==> config.mk <==
export PLATFORM = sky130hd
export DESIGN_NAME = pulse_timer
export DESIGN_NICKNAME = d
export VERILOG_FILES = /design/src/rtl/pt_pkg.sv /design/src/rtl/pt_sync.sv /design/src/rtl/pt_trig.sv /design/src/rtl/pt_regs.sv /design/src/rtl/pt_core.sv /design/src/rtl/pulse_timer.sv
export SDC_FILE = /design/constraint.sdc
export NUM_CORES = 1
export LEC_CHECK = 0
export CAP_MARGIN = 10
export CORE_MARGIN = 1.5
export CORE_UTILIZATION = 35
export DETAILED_ROUTE_END_ITERATION = 10
export GPL_TIMING_DRIVEN = 1
export MAX_ROUTING_LAYER = met4
export SYNTH_ARGS = -nofsm -noshare
export SYNTH_HDL_FRONTEND = slang
export SYNTH_SLANG_ARGS = --single-unit
export TNS_END_PERCENT = 5
==> constraint.sdc <==
create_clock -name clk -period 2.4 [get_ports clk]
set_input_delay 0.36 -clock clk [delete_from_list [all_inputs] [get_ports clk]]
set_output_delay 0.36 -clock clk [all_outputs]
set_load 0.1 [all_outputs]
==> src/rtl/pt_pkg.sv <==
`timescale 1ns/1ps
package pt_pkg;
  localparam int CTRL_BITS = 12;
  localparam int RUN_BIT   = 12;

  localparam logic [1:0] A_CTRL = 2'd0;
  localparam logic [1:0] A_CMP  = 2'd1;
  localparam logic [1:0] A_ARR  = 2'd2;
  localparam logic [1:0] A_CMD  = 2'd3;

  localparam logic [2:0] TS_EDGE_A = 3'b100;
  localparam logic [2:0] TS_LVL_A  = 3'b101;
  localparam logic [2:0] TS_LVL_B  = 3'b110;

  localparam logic [2:0] SM_RESET = 3'b100;
  localparam logic [2:0] SM_GATED = 3'b101;
  localparam logic [2:0] SM_TRIG  = 3'b110;

  typedef struct packed {
    logic [2:0] sm;
    logic [2:0] ts;
    logic       pol;
    logic       arr_pe;
    logic       cmp_pe;
    logic       fast;
    logic       mode2;
    logic       oneshot;
  } ctrl_t;
endpackage

==> src/rtl/pt_sync.sv <==
`timescale 1ns/1ps
module pt_sync #(
  parameter int STAGES = 2
) (
  input  logic clk,
  input  logic rst,
  input  logic din,
  output logic dout
);
  logic [STAGES-1:0] sh;

  always_ff @(posedge clk) begin
    if (rst) sh <= '0;
    else     sh <= {sh[STAGES-2:0], din};
  end

  assign dout = sh[STAGES-1];
endmodule

==> src/rtl/pt_trig.sv <==
`timescale 1ns/1ps
module pt_trig
  import pt_pkg::*;
(
  input  logic       clk,
  input  logic       rst,
  input  logic [1:0] lvl,
  input  logic [2:0] sel,
  output logic       trig_lvl,
  output logic       trig_rise
);
  logic a_d;
  logic trig_d;

  always_comb begin
    case (sel)
      TS_EDGE_A: trig_lvl = lvl[0] ^ a_d;
      TS_LVL_A:  trig_lvl = lvl[0];
      TS_LVL_B:  trig_lvl = lvl[1];
      default:   trig_lvl = 1'b0;
    endcase
  end

  always_ff @(posedge clk) begin
    if (rst) begin
      a_d    <= 1'b0;
      trig_d <= 1'b0;
    end else begin
      a_d    <= lvl[0];
      trig_d <= trig_lvl;
    end
  end

  assign trig_rise = trig_lvl & ~trig_d;
endmodule

==> src/rtl/pt_regs.sv <==
`timescale 1ns/1ps
module pt_regs
  import pt_pkg::*;
#(
  parameter int W = 16
) (
  input  logic         clk,
  input  logic         rst,
  input  logic         wr_en,
  input  logic [1:0]   wr_addr,
  input  logic [W-1:0] wr_data,
  input  logic         upd,
  output ctrl_t        ctrl_q,
  output logic [W-1:0] cmp_act,
  output logic [W-1:0] arr_act,
  output logic         ug,
  output logic         run_wr,
  output logic         run_val
);
  logic [W-1:0] cmp_pre;
  logic [W-1:0] arr_pre;
  logic wr_cmp, wr_arr;

  assign run_wr  = wr_en && (wr_addr == A_CTRL);
  assign run_val = wr_data[RUN_BIT];
  assign wr_cmp  = wr_en && (wr_addr == A_CMP);
  assign wr_arr  = wr_en && (wr_addr == A_ARR);
  assign ug      = wr_en && (wr_addr == A_CMD) && wr_data[0];

  always_ff @(posedge clk) begin
    if (rst) begin
      ctrl_q  <= '0;
      cmp_pre <= '0;
      cmp_act <= '0;
      arr_pre <= '0;
      arr_act <= '0;
    end else begin
      if (run_wr) ctrl_q <= wr_data[CTRL_BITS-1:0];
      if (wr_cmp) cmp_pre <= wr_data;
      if (wr_arr) arr_pre <= wr_data;
      if (wr_cmp && !ctrl_q.cmp_pe) cmp_act <= wr_data;
      else if (upd)                 cmp_act <= cmp_pre;
      if (wr_arr && !ctrl_q.arr_pe) arr_act <= wr_data;
      else if (upd)                 arr_act <= arr_pre;
    end
  end
endmodule

==> src/rtl/pt_core.sv <==
`timescale 1ns/1ps
module pt_core
  import pt_pkg::*;
#(
  parameter int W = 16
) (
  input  logic         clk,
  input  logic         rst,
  input  logic         oneshot,
  input  logic         mode2,
  input  logic         fast_en,
  input  logic         pol,
  input  logic [2:0]   sm,
  input  logic [W-1:0] cmp,
  input  logic [W-1:0] arr,
  input  logic         ug,
  input  logic         run_wr,
  input  logic         run_val,
  input  logic         trig_lvl,
  input  logic         trig_rise,
  output logic         upd,
  output logic [W-1:0] cnt_q,
  output logic         cen_q,
  output logic         fast_q,
  output logic         pulse_q
);
  logic start, reinit, count_en, wrap, ge, ref_lvl;

  assign start    = trig_rise && (sm == SM_TRIG);
  assign reinit   = trig_rise && (sm == SM_RESET);
  assign count_en = cen_q && ((sm != SM_GATED) || trig_lvl);
  assign wrap     = count_en && (cnt_q == arr);
  assign upd      = ug || reinit || wrap;
  assign ge       = (cnt_q >= cmp);
  assign ref_lvl  = fast_q ? mode2 : (mode2 ? ge : !ge);

  always_ff @(posedge clk) begin
    if (rst) begin
      cnt_q   <= '0;
      cen_q   <= 1'b0;
      fast_q  <= 1'b0;
      pulse_q <= 1'b0;
    end else begin
      if (ug || reinit)  cnt_q <= '0;
      else if (wrap)     cnt_q <= '0;
      else if (count_en) cnt_q <= cnt_q + 1'b1;

      if (run_wr)                cen_q <= run_val;
      else if (start)            cen_q <= 1'b1;
      else if (wrap && oneshot)  cen_q <= 1'b0;

      if (upd)                                 fast_q <= 1'b0;
      else if (start && fast_en && !cen_q)     fast_q <= 1'b1;

      pulse_q <= ref_lvl ^ pol;
    end
  end
endmodule

==> src/rtl/pulse_timer.sv <==
`timescale 1ns/1ps
module pulse_timer
  import pt_pkg::*;
#(
  parameter int W           = 16,
  parameter int SYNC_STAGES = 2
) (
  input  logic         clk,
  input  logic         rst,
  input  logic         wr_en,
  input  logic [1:0]   wr_addr,
  input  logic [W-1:0] wr_data,
  input  logic         trig_a,
  input  logic         trig_b,
  output logic         pulse_out
);
  localparam int N_TRIG = 2;

  ctrl_t        ctrl_q;
  logic [W-1:0] cmp_act, arr_act, cnt_q;
  logic         ug, run_wr, run_val, upd;
  logic         cen_q, fast_q, trig_lvl, trig_rise;
  logic [N_TRIG-1:0] trig_raw, trig_sync;

  assign trig_raw = {trig_b, trig_a};

  for (genvar g = 0; g < N_TRIG; g++) begin : g_sync
    pt_sync #(.STAGES(SYNC_STAGES)) u_sync (
      .clk(clk), .rst(rst), .din(trig_raw[g]), .dout(trig_sync[g])
    );
  end

  pt_trig u_trig (
    .clk(clk), .rst(rst), .lvl(trig_sync), .sel(ctrl_q.ts),
    .trig_lvl(trig_lvl), .trig_rise(trig_rise)
  );

  pt_regs #(.W(W)) u_regs (
    .clk(clk), .rst(rst), .wr_en(wr_en), .wr_addr(wr_addr), .wr_data(wr_data),
    .upd(upd), .ctrl_q(ctrl_q), .cmp_act(cmp_act), .arr_act(arr_act),
    .ug(ug), .run_wr(run_wr), .run_val(run_val)
  );

  pt_core #(.W(W)) u_core (
    .clk(clk), .rst(rst), .oneshot(ctrl_q.oneshot), .mode2(ctrl_q.mode2),
    .fast_en(ctrl_q.fast), .pol(ctrl_q.pol), .sm(ctrl_q.sm),
    .cmp(cmp_act), .arr(arr_act), .ug(ug), .run_wr(run_wr), .run_val(run_val),
    .trig_lvl(trig_lvl), .trig_rise(trig_rise), .upd(upd), .cnt_q(cnt_q),
    .cen_q(cen_q), .fast_q(fast_q), .pulse_q(pulse_out)
  );
endmodule

==> key figures <==
Floorplanning
  – Site row count: 43
  – Initial Utilization: 35.7%
  – Die width: 121 µm
  – Die Span Y: 121 µm
  – Core Area: 13800 µm²
  – Die ar.: 14800 µm²
  – I/O pins: 24

Logic synthesis
  – Sequential cell area fraction in the yosys report: 41.2%
  – Syn nets: 643
  – Main combinational cell family by area after synthesis: simple AND/OR/NAND/NOR gates
  – Unique masters post-synth: 46
  – Adder-cell area share of the yosys netlist: 4.33%
  – Synth Flop Type: dfxtp_1
  – Cell taking the most area after synthesis: dfxtp_1
  – Async SR Flop Fraction: 0%
  – Mux cell area share after synthesis: 0.433%
  – Post-synthesis register bit count: 101
  – Synthesized area: 4910 µm²
  – Area contributors post-synth: dfxtp_1 (41%), nand2_1 (7.5%), nor2_1 (6.3%), xnor2_1 (4.8%), a21oi_1 (4.8%)
  – Synth Area in Compound Gates: 18.4%
  – Post-synthesis simple-gate area fraction: 24.4%
  – Mean area per synthesized cell: 8.15 µm²
  – Cells after Synth: 603
  – Ys Warns: 0
  – Yosys top cell area share: 41.2%
  – Xor and xnor area share after synthesis: 5.70%
  – Post-synth EDFFs: 0

Setup path
  – Worst r2r dst: u_core.pulse_q
  – Cells on worst reg2reg path: 8
  – Top Family by Delay on Critical Path: compound AO/OA/AOI/OAI gates
  – Crit path launch type: flip-flop
  – Crit-path cells: inv_1, ha_1, nand2b_1, a21o_1, a211oi_1, o21ai_0, a21oi_1, mux2_2
  – Max FO, Critical Path: 5
  – WP buf/inv: 1
  – Worst setup path class: reg2reg
  – Arrival time at the worst endpoint: 2.54 ns
  – Worst setup EP type: flip-flop
  – CP required: 2.64 ns
  – Worst path max stage delay: 0.44 ns
  – Slowest stage cell, crit path: dfxtp_1
  – RR Startpoint: u_core.cnt_q[0]
  – Slack of the worst reg-to-reg path: 0.1 ns

Global route
  – Vias in the first global route: 3937
  – Initial antenna violation count: 0
  – GRT Total Usage: 18.9%
  – Total congestion overflow: 0
  – Largest net degree at the start of global routing: 48
  – First-pass GRT wire length: 20800 µm

Worst hold path
  – Min-delay src: g_sync[1].u_sync.sh[0]
  – Hold crit path type: reg2reg
  – Hold depth: 1
  – Worst-case hold path end point: g_sync[1].u_sync.sh[1]

Clocking
  – Buffer levels on the longest clock path: 2
  – H-tree depth: 3
  – Post-CTS setup buffers: 0
  – Clock sinks: 101
  – CTS tree: done
  – Resize count post-CTS: 0
  – CTS root buf: clkbuf_16
  – Worst-skew pair later-pin latency: 0.35 ns
  – Total CTS buffers: 9
  – Hold buffers post-CTS: 0
  – Worst-path clk slew: 0.06 ns

Layout
  – Fin nets: 651
  – Layout cells sized above 1: 9.27%
  – FILL cells: 1454
  – Area delta synth->final: 14.3%
  – Ant diodes: 0

Placement
  – HPWL after DPL: 8670 µm
  – Final GP Congestion: 0.832
  – Port buffer count: 23

Drt
  – Vias/cell: 5.30
  – Routed wire length: 12900 µm
  – ANT nets after route: 0
  – DRC viols: 0
  – Vias: 4213
  – DR WL/cell: 16.3 µm
  – DR pass1 iterations: 6
  – Drt initial violations: 260

Power
  – Cell Pwr Density: 643 nW/µm²
  – P_leak: 2.00 nW
  – Total power draw: 3.61 mW
  – VDD IR-drop max: 0.000251 V

Timing
  – Worst Max-Slew Pin Slew: 0.708 ns
  – Final min period: 2.30 ns
  – Final setup violation count: 0
  – Relative slew slack: 52.8%
  – Fmax: 0.434 GHz
  – Crit share post-route: 95.9%
  – Clk_skew: 0.00786 ns
  – Setup TNS: 0 ns
  – Max Slew Vio Count: 0
  – RSZ-0062 raised after global routing: no
  – Hold Violations, Final: 0

Job
  – Max-Cap Viols: 0

Outcome
  – Outcome: finished clean
-- state kept, by name, indices dropped and copies added (netlist names) --
signal and cells:
g_sync.u_sync.sh 4, u_core.cen_q 1, u_core.cnt_q 16, u_core.fast_q 1, u_core.pulse_q 1, u_regs.arr_act 16, u_regs.arr_pre 16, u_regs.cmp_act 16
u_regs.cmp_pre 16, u_regs.ctrl_q 12, u_trig.a_d 1, u_trig.trig_d 1
-- logic make-up (layout without fill, tap and decap cells) --
family                     Yosys count  in the layout
and+or+nand+nor                    256            256
buffers and inverters               63             75
AOI/OAI and AO/OA                  132            132
DFF                                101            101
adders and majority gates           17             17
xor gates and xnor gates            32             32
muxes                                2              2
-- synth_stat cells, drive strengths merged, types with 2 or more instances --
cell and n:
a211oi 20, a21o 3, a21oi 48, a31oi 2, buf 11, clkbuf 33, dfxtp 101, ha 17
inv 19, nand2 98, nand2b 5, nand3 4, nand3b 2, nand4 9, nor2 82, nor2b 7
nor3 22, nor4 18, o2111ai 3, o21a 2, o21ai 19, o21bai 18, o311a 15, or2 2
or3b 2, xnor2 27, xor2 5
-- stage by stage --
| step | worst slack, ns | hold WS (ns) | utilization, % | cell area [µm²] | cells |
|---|---|---|---|---|---|
| after floorplan | 0.369 | 0.414 | - | 4910 | 603 |
| after global placement | 0.0886 | 0.433 | 38.8 | 5350 | 780 |
| after detailed placement | 0.109 | 0.446 | 38.8 | 5350 | 780 |
| after CTS | 0.0660 | 0.453 | 40.8 | 5620 | 795 |
| after global routing | 0.0356 | 0.460 | 40.8 | 5620 | 795 |
| final | 0.0983 | 0.445 | 40.8 | 5620 | 795 |
-- placed cells by master (no fill, tap or decap), types with 2 or more instances in the layout --
master	count
a211oi_1	20
a21o_1	3
a21oi_1	47
a31oi_1	2
buf_12	4
buf_4	16
clkbuf_16	9
clkdlybuf4s50_1	21
clkinv_2	2
clkinvlp_4	2
dfxtp_1	101
ha_1	17
inv_1	19
nand2_1	98
nand2b_1	5
nand3_1	4
nand4_1	9
nor2_1	80
nor2_2	2
nor2b_1	7
nor3_1	12
nor3_2	10
nor4_1	18
o2111ai_1	3
o21ai_0	18
o21bai_1	17
o311a_1	15
or2_2	2
xnor2_1	27
xor2_1	5
-- metal layers --
| metal | routed length, µm | vias to the layer above | global-route usage [%] |
|---|---|---|---|
| met5 | 0 | - | - |
| met4 | 301 | 0 | 7.94 |
| met3 | 417 | 19 | 3.38 |
| met2 | 6250 | 87 | 29.1 |
| met1 | 5970 | 2022 | 24.4 |
| li1 | - | 2085 | - |
-- cell type report --
type                       count  area, µm²  area share, %
sequential                   101       2020           36.0
clock inverter                 4       25.0          0.446
multi-input combinational    439       2620           46.6
tap                          180        225           4.01
inverter                      19       71.3           1.27
clock buffer                  11        243           4.32
timing repair buffer          41        410           7.31
-- worst max path at each step --
stage	startpoint	end	depth (start not counted)	slack [ns]
global route	u_core.cnt_q[0]	u_core.pulse_q	8	0.04
detailed placement	u_core.cnt_q[0]	u_core.pulse_q	8	0.11
CTS	u_core.cnt_q[0]	u_core.pulse_q	8	0.07
global placement	u_core.cnt_q[0]	u_core.pulse_q	8	0.09
floorplan	u_regs.ctrl_q[7]	u_core.cnt_q[5]	10	0.37
finish	u_core.cnt_q[0]	u_core.pulse_q	8	0.1
-- power by group --
| part | switching [mW] | leakage (nW) | internal [mW] |
|---|---|---|---|
| clock | 0.620 | 0.127 | 0.722 |
| sequential | 0.0507 | 0.823 | 1.75 |
| combinational | 0.266 | 1.05 | 0.199 |
| total | 0.937 | 2.00 | 2.68 |
Power figures use the tool's default switching activity.
